`config.mk`:
```
export PLATFORM = sky130hd
export DESIGN_NAME = pulse_jk_ff
export DESIGN_NICKNAME = d
export VERILOG_FILES = /design/src/rtl/mjk_pkg.sv /design/src/rtl/mjk_sync.sv /design/src/rtl/mjk_fall_det.sv /design/src/rtl/mjk_core.sv /design/src/rtl/pulse_jk_ff.sv
export SDC_FILE = /design/constraint.sdc
export NUM_CORES = 1
export LEC_CHECK = 0
export ABC_AREA = 1
export BUFFER_PORTS_ARGS = -buffer_cell sky130_fd_sc_hd__buf_2
export CAP_MARGIN = 20
export CORE_AREA = 3 3 40 42
export CTS_CLUSTER_DIAMETER = 100
export DETAILED_ROUTE_END_ITERATION = 8
export DIE_AREA = 0 0 43 45
export PLACE_DENSITY = 0.59
export SYNTH_ARGS = -nofsm -noshare
export SYNTH_HDL_FRONTEND = slang
export SYNTH_SLANG_ARGS = --single-unit
```
`constraint.sdc`:
```
create_clock -name clk -period 0.8 [get_ports clk]
set_clock_uncertainty 0.2 [all_clocks]
set_input_delay 0 -clock clk [delete_from_list [all_inputs] [get_ports clk]]
set_output_delay 0 -clock clk [all_outputs]
set_load 0.005 [all_outputs]
```
`src/rtl/mjk_pkg.sv`:
```
package mjk_pkg;

    // Synchronized view of the three information/control lines.
    typedef struct packed {
        logic c;
        logic j;
        logic k;
    } ctl_t;

    localparam int unsigned CTL_W = $bits(ctl_t);

    // Two storage bits of the emulated element.
    typedef struct packed {
        logic master;
        logic slave;
    } ms_state_t;

    // Master update while the control line is high. The slave output gates
    // which input may act: only J from the 0 state, only K from the 1 state.
    function automatic logic master_next(ms_state_t s, logic j, logic k);
        logic nxt;
        nxt = s.master;
        if (!s.slave && j)
            nxt = 1'b1;
        else if (s.slave && k)
            nxt = 1'b0;
        return nxt;
    endfunction

    // A captured change whose responsible input is already low at the edge.
    function automatic logic catch_hit(ms_state_t s, logic j, logic k);
        logic cause;
        cause = s.slave ? k : j;
        return (s.master != s.slave) && !cause;
    endfunction

endpackage

```
`src/rtl/mjk_sync.sv`:
```
module mjk_sync #(
    parameter int unsigned W      = 3,
    parameter int unsigned STAGES = 2
) (
    input  logic         clk,
    input  logic         rst,
    input  logic [W-1:0] d,
    output logic [W-1:0] q
);
    localparam int unsigned LAST = STAGES - 1;

    logic [STAGES-1:0][W-1:0] chain;

    always_ff @(posedge clk) begin
        if (rst) begin
            chain <= '0;
        end else begin
            chain[0] <= d;
            for (int i = 1; i < STAGES; i++)
                chain[i] <= chain[i-1];
        end
    end

    assign q = chain[LAST];
endmodule

```
`src/rtl/mjk_fall_det.sv`:
```
module mjk_fall_det (
    input  logic clk,
    input  logic rst,
    input  logic lvl,
    output logic fall
);
    logic prev;

    always_ff @(posedge clk) begin
        if (rst) prev <= 1'b0;
        else     prev <= lvl;
    end

    assign fall = prev & ~lvl;
endmodule

```
`src/rtl/mjk_core.sv`:
```
module mjk_core
    import mjk_pkg::*;
(
    input  logic clk,
    input  logic rst,
    input  ctl_t in_s,
    input  logic fall,
    output logic slave_o,
    output logic master_o,
    output logic catch_o
);
    ms_state_t st;
    logic      flag;

    always_ff @(posedge clk) begin
        if (rst) begin
            st   <= '0;
            flag <= 1'b0;
        end else begin
            flag <= 1'b0;
            if (fall) begin
                st.slave <= st.master;
                flag     <= catch_hit(st, in_s.j, in_s.k);
            end else if (in_s.c) begin
                st.master <= master_next(st, in_s.j, in_s.k);
            end
        end
    end

    assign slave_o  = st.slave;
    assign master_o = st.master;
    assign catch_o  = flag;
endmodule

```
`src/rtl/pulse_jk_ff.sv`:
```
module pulse_jk_ff
    import mjk_pkg::*;
#(
    parameter int unsigned SYNC_STAGES = 2
) (
    input  logic clk,
    input  logic rst,
    input  logic ctl_in,
    input  logic j_in,
    input  logic k_in,
    output logic q,
    output logic q_n,
    output logic catch_flag
);
    ctl_t raw_in;
    ctl_t sync_s;
    logic fall;
    logic master_bit;
    logic slave_bit;

    assign raw_in = '{c: ctl_in, j: j_in, k: k_in};

    mjk_sync #(.W(CTL_W), .STAGES(SYNC_STAGES)) u_sync (
        .clk (clk),
        .rst (rst),
        .d   (raw_in),
        .q   (sync_s)
    );

    mjk_fall_det u_fall (
        .clk  (clk),
        .rst  (rst),
        .lvl  (sync_s.c),
        .fall (fall)
    );

    mjk_core u_core (
        .clk      (clk),
        .rst      (rst),
        .in_s     (sync_s),
        .fall     (fall),
        .slave_o  (slave_bit),
        .master_o (master_bit),
        .catch_o  (catch_flag)
    );

    assign q   = slave_bit;
    assign q_n = ~slave_bit;
endmodule

```
==> impl_metrics.yaml, run 1 <==
final_layout:
  finalInstanceArea_um2: 533
  num-fill-cells: 138
  multiInputGateArea_um2: 124
  drive_above_1_share_pct: 48.4
  final_cell_mix: "inv_1, nor2_1, dfxtp_1, buf_2, inv_2"
  fin_cells: 77
  syn2layout_area_growth_pct: 44.4
  n_antenna_cell: 0
  regArea_um2: 206
  layout.nets: 68
detailed_routing:
  wl_per_cell_um: 7.82
  drc: 0
  drt_wl_total_um: 602
  drtIter0Drc: 1
  ant_nets: 0
  via_per_inst: 3.84
  drtPass1Iterations: 2
  num_vias: 296
logic_synthesis:
  syn_nets: 51
  ys_warn_count: 0
  syn_avg_cell_area_um2: 8.02
  syn_inst: 46
  synth_top_area_share_pct: 54.2
  syn_area_um2: 369
  synth_seq_cells: 10
  synth.distinct_cells: 12
  synth_area_leaders: "dfxtp_1, inv_1, nor2_1, nand3_1, nand2_1"
  yosysSeqAreaShare_pct: 54.2
  yosysTopAreaCell: "dfxtp_1"
worst_setup_path:
  slowest_stage: "dfxtp_2"
  required_ps: 600
  cp_common_cell: "buf_6"
  critPathKind: "reg2out"
  crit_path_max_incr_delay_ps: 340
  worstPathMaxFanout: 2
  start_kind: "flip-flop"
  worst_ep_arrival_time_ps: 850
  end_kind: "output port"
  crit_chain: "inv_2, buf_6, buf_6"
placement:
  dpl_cell_area_um2: 427
  place.gp.congestion: 0.647
  portBuffers: 7
  dpl.hpwl_um: 370
  placedCellCount: 68
  post-place-ws_ps: -105
floorplan:
  initial_core_util_pct: 28.7
  row_count: 13
  die_w_um: 43
  io_pins: 8
  die_h_um: 45
  core-area_um2: 1280
  die_area_um2: 1940
clock_tree:
  htreeDepth: 1
  postCtsHoldBufs: 3
  cts.sinks: 10
  worstSkewPairLatency_ps: 260
  cts_tree: "done"
  numCtsBuffers: 3
  clk_path_buf_depth: 2
  clk_pin_slew_ps: 70
  clockRootBuffer: "clkbuf_4"
worst_hold_path:
  holdCritPathClass: "in2reg"
outcome:
  violations: "hold timing, setup timing"
  status: "finished, violations left"
sta:
  finalSetupTns_ps: -1010
  fin_crit_ps: 1050
  setup_ws_ps: -248
  hold_violations: 10
  final-max-slew-violation-count: 0
  fin_crit_sh_pct: 131
  max_freq_mhz: 954
  slew_headroom_pct: 88.6
  rsz0062_at_grt: "yes"
  hold_ws_ps: -188
  finalSetupViolCount: 6
  tightestPinTransition_ps: 171
grt:
  grt_start_max_net_pins: 9
  grt_pass1_vias: 263
  antenna_found_initial: 0
  overflow: 0
  globalRouteTotalUtil_pct: 7.85
  grt_pass1_wl_um: 1030
power:
  pwr-share-seq_pct: 49.4
  worst_ir_drop_vdd_uv: 1030
  powerDensity_nw_per_um2: 1990
  p_comb_share_pct: 7.5
  internal_power_uw: 833
  p_leak_nw: 0.243
  power.switching_uw: 228
  clock_power_share_pct: 43.1
  swShare_pct: 21.5
job:
  drv_cap: 0
[worst max-delay path, delay by kind of cell (launching register included)]
kind	cells	cell delay, ps
buffers and inverters	3	240
DFF	1	340
[state kept, by name, summed over array words and instances (netlist names)]
| signal | count |
|---|---|
| u_core.catch_o | 1 |
| u_sync.chain | 3 |
| u_sync.q | 3 |
| u_core.slave_o | 1 |
| u_core.master_o | 1 |
| u_fall.prev | 1 |
[path summary, 6_finish.rpt]
kind	start	to	slack, ps	depth (start not counted)
setup / recovery	u_core.slave_o$_SDFFE_PP0N_	q_n	-250	3
setup reg to reg	u_core.slave_o$_SDFFE_PP0N_	u_core.catch_o$_SDFF_PP0_	-190	5
hold reg to reg	u_sync.chain[2]$_SDFF_PP0_	u_sync.q[2]$_SDFF_PP0_	200	2
hold / removal	rst	u_fall.prev$_SDFF_PP0_	-190	2
[cells in the mapped netlist]
library cell / n
inv_2: 2
nor2_1: 8
buf_6: 1
nand2_2: 1
nand3_2: 1
clkinv_1: 1
nor2_4: 1
nor2_2: 2
nand3_1: 4
dfxtp_1: 10
inv_1: 10
nand2_1: 5
[layout make-up]
cell class	instances	area share [%]
Inverter	13	9.39
Tap cell	15	3.52
Timing Repair Buffer	13	18.3
Sequential cell	10	38.7
Clock buffer	4	6.81
Multi-Input combinational cell	22	23.2
[metal layers]
metal  up-vias  part of all wire (%)  global-route usage [%]
met2        11                    47                    12.3
met3         0                    11                    7.17
met4         0                     0                    3.61
met1       123                    42                    7.06
li1        162                     -                       -
met5         -                     0                       0
[stage by stage]
step,hold WS [ps],power (mW),util (%)
floorplan,-93.0,0.578,-
global placement,-1.78,0.592,33.2
detailed placement,6.72,0.594,33.2
CTS,-189,1.08,40.4
global route,-187,1.14,41.5
finish,-188,1.06,41.5
[timing repair]
| action | CTS | global route |
|---|---|---|
| setup buffers | 2 | 0 |
| endpoints found under the setup margin | 6 | 6 |
| pin swaps | 1 | 2 |
| resized for setup | 3 | 6 |
| endpoints found under the hold margin | 10 | 10 |
[power by group through the flow]
| stage | Sequential [mW] | Clock, mW | Combinational [mW] |
|---|---|---|---|
| 3_5_place_dp | 0.538 | 0 | 0.0561 |
| 4_1_cts | 0.525 | 0.482 | 0.0774 |
| 5_1_grt | 0.526 | 0.520 | 0.0899 |
| 6_report | 0.524 | 0.457 | 0.0793 |
| 3_3_place_gp | 0.537 | 0 | 0.0551 |
| 2_1_floorplan | 0.536 | 0 | 0.0421 |
[cell families after synthesis]
kind of cell | after synthesis | synth area share, %
and+or+nand+nor | 22 | 29.5
DFF | 10 | 54.2
buffers and inverters | 14 | 16.3
Power figures use the tool's default switching activity.
==> run 2: changes to the inputs <==
--- a/config.mk
+++ b/config.mk
@@ -11,2 +11,3 @@
 export CORE_AREA = 3 3 40 42
+export CTS_BUF_LIST = sky130_fd_sc_hd__clkbuf_4
 export CTS_CLUSTER_DIAMETER = 100
--- a/constraint.sdc
+++ b/constraint.sdc
@@ -4,2 +4,2 @@
 set_output_delay 0 -clock clk [all_outputs]
-set_load 0.005 [all_outputs]
+set_load 0.02 [all_outputs]
==> run 2 against run 1 <==
The flow still finishes with violations (hold timing, setup timing). Core utilization decreased by 0.58 points. Critical path depth decreased by 1. Critical endpoint unchanged. Highest routed layer unchanged. Sequential cell count unchanged. Largest cell class unchanged.
==> impl_metrics.yaml, run 2 (same netlist as run 1, synthesis figures left out) <==
detailed_routing:
  drt_wl_total_um: 533
  drc: 0
  num_vias: 300
  drtIter0Drc: 1
  via_per_inst: 3.95
  drtPass1Iterations: 2
  wl_per_cell_um: 7.01
  ant_nets: 0
final_layout:
  regArea_um2: 211
  num-fill-cells: 130
  drive_above_1_share_pct: 47.5
  syn2layout_area_growth_pct: 42.4
  n_antenna_cell: 0
  final_common_cell: "nor2_1"
  final_util_pct: 40.9
  multiInputGateArea_um2: 119
  layout.nets: 67
  final_cell_mix: "nor2_1, inv_1, nand2_1, dfxtp_1"
sta:
  slew_headroom_pct: 92.9
  hold_violations: 10
  hold_ws_ps: -251
  fin_crit_ps: 1010
  rsz0062_at_grt: "yes"
  fin_crit_sh_pct: 126
  final-max-slew-violation-count: 0
  setup_ws_ps: -207
  finalSetupViolCount: 6
  max_freq_mhz: 993
  tightestPinTransition_ps: 106
worst_setup_path:
  reg2reg_to: "u_core.master_o$_SDFFE_PP0P_"
  r2r_setup_slack_ps: -150
  crit_chain: "inv_6, buf_6"
  path_delay_family: "flip-flops"
  worstSetupEndpoint: "q_n"
  critPathKind: "reg2out"
  start_kind: "flip-flop"
  worstPathMaxFanout: 5
  reg2regPathDepth: 4
  path_depth: 2
  crit_path_max_incr_delay_ps: 390
  worstReg2RegStart: "u_core.slave_o$_SDFFE_PP0N_"
  end_kind: "output port"
  worst_ep_arrival_time_ps: 810
  required_ps: 600
  slowest_stage: "dfxtp_4"
  crit_start: "u_core.slave_o$_SDFFE_PP0N_"
  critPathBufInv: 2
clock_tree:
  numCtsBuffers: 3
  clk_path_buf_depth: 2
  postCtsHoldBufs: 3
  cts.sinks: 10
  clk_pin_slew_ps: 60
  htreeDepth: 1
  cts_tree: "done"
  worstSkewPairLatency_ps: 260
  clockRootBuffer: "clkbuf_4"
placement:
  post-place-ws_ps: -137
  dpl.hpwl_um: 395
  place.gp.congestion: 0.616
  portBuffers: 7
grt:
  antenna_found_initial: 0
  overflow: 0
  grt_pass1_vias: 270
  grt_start_max_net_pins: 7
  globalRouteTotalUtil_pct: 7.11
  grt_pass1_wl_um: 945
power:
  p_leak_nw: 0.237
  powerDensity_nw_per_um2: 1810
  worst_ir_drop_vdd_uv: 1060
  power.total_uw: 951
floorplan:
  initial_core_util_pct: 28.7
  die_h_um: 45
  io_pins: 8
  row_count: 13
  die_w_um: 43
  core-area_um2: 1280
  die_area_um2: 1940
job:
  drv_cap: 0
worst_hold_path:
  hold-path-cell-count: 2
  holdCritPathClass: "in2reg"
outcome:
  status: "finished, violations left"
  violations: "hold timing, setup timing"
## run 2: how the worst min path moves through the flow
stage                 from                          to  slack (ps)
finish                 rst      u_fall.prev$_SDFF_PP0_        -250
global route           rst      u_fall.prev$_SDFF_PP0_        -260
CTS                    rst      u_fall.prev$_SDFF_PP0_        -260
detailed placement  ctl_in  u_sync.chain[2]$_SDFF_PP0_           6
global placement      k_in  u_sync.chain[0]$_SDFF_PP0_          -2
floorplan             k_in  u_sync.chain[0]$_SDFF_PP0_         -90
## run 2: layer usage
metal	GRT usage (%)	vias up	share of wire [%]	routed length, µm
met1	6.36	129	43	230
met4	3.61	0	0	0
met3	5.98	0	9.9	53
met2	11.4	9	47	249
met5	0	-	0	0
li1	-	162	-	-
## run 2: layout make-up
| type | count | area share [%] |
|---|---|---|
| flip-flops and latches | 10 | 40.2 |
| repair buffers | 12 | 18.1 |
| clock inverters | 1 | 0.714 |
| clock buffers | 3 | 4.29 |
| inverters | 13 | 10.5 |
| multi-input cells | 22 | 22.6 |
| well taps | 15 | 3.57 |
## run 2: per-stage QoR
stage,setup TNS [ps],std cells,cell area [µm²]
final,-889,76,526
after global routing,-1130,76,526
after CTS,-902,76,522
after detailed placement,-346,68,429
after global placement,-294,68,429
after floorplan,-317,46,379
## run 2: report_power, final
part | switching [mW] | total, mW | leakage, nW | internal (mW)
logic | 0.0383 | 0.0797 | 0.136 | 0.0414
registers | 0.0118 | 0.524 | 0.0850 | 0.512
clock network | 0.167 | 0.347 | 0.0154 | 0.180
## run 2: what timing repair did
item                                    CTS  global route
cloned                                    0             0
endpoints found under the hold margin    10            10
endpoints found under the setup margin    6             7
pin swaps                                 2             0
resized for setup                        11             4
setup buffers                             1             0
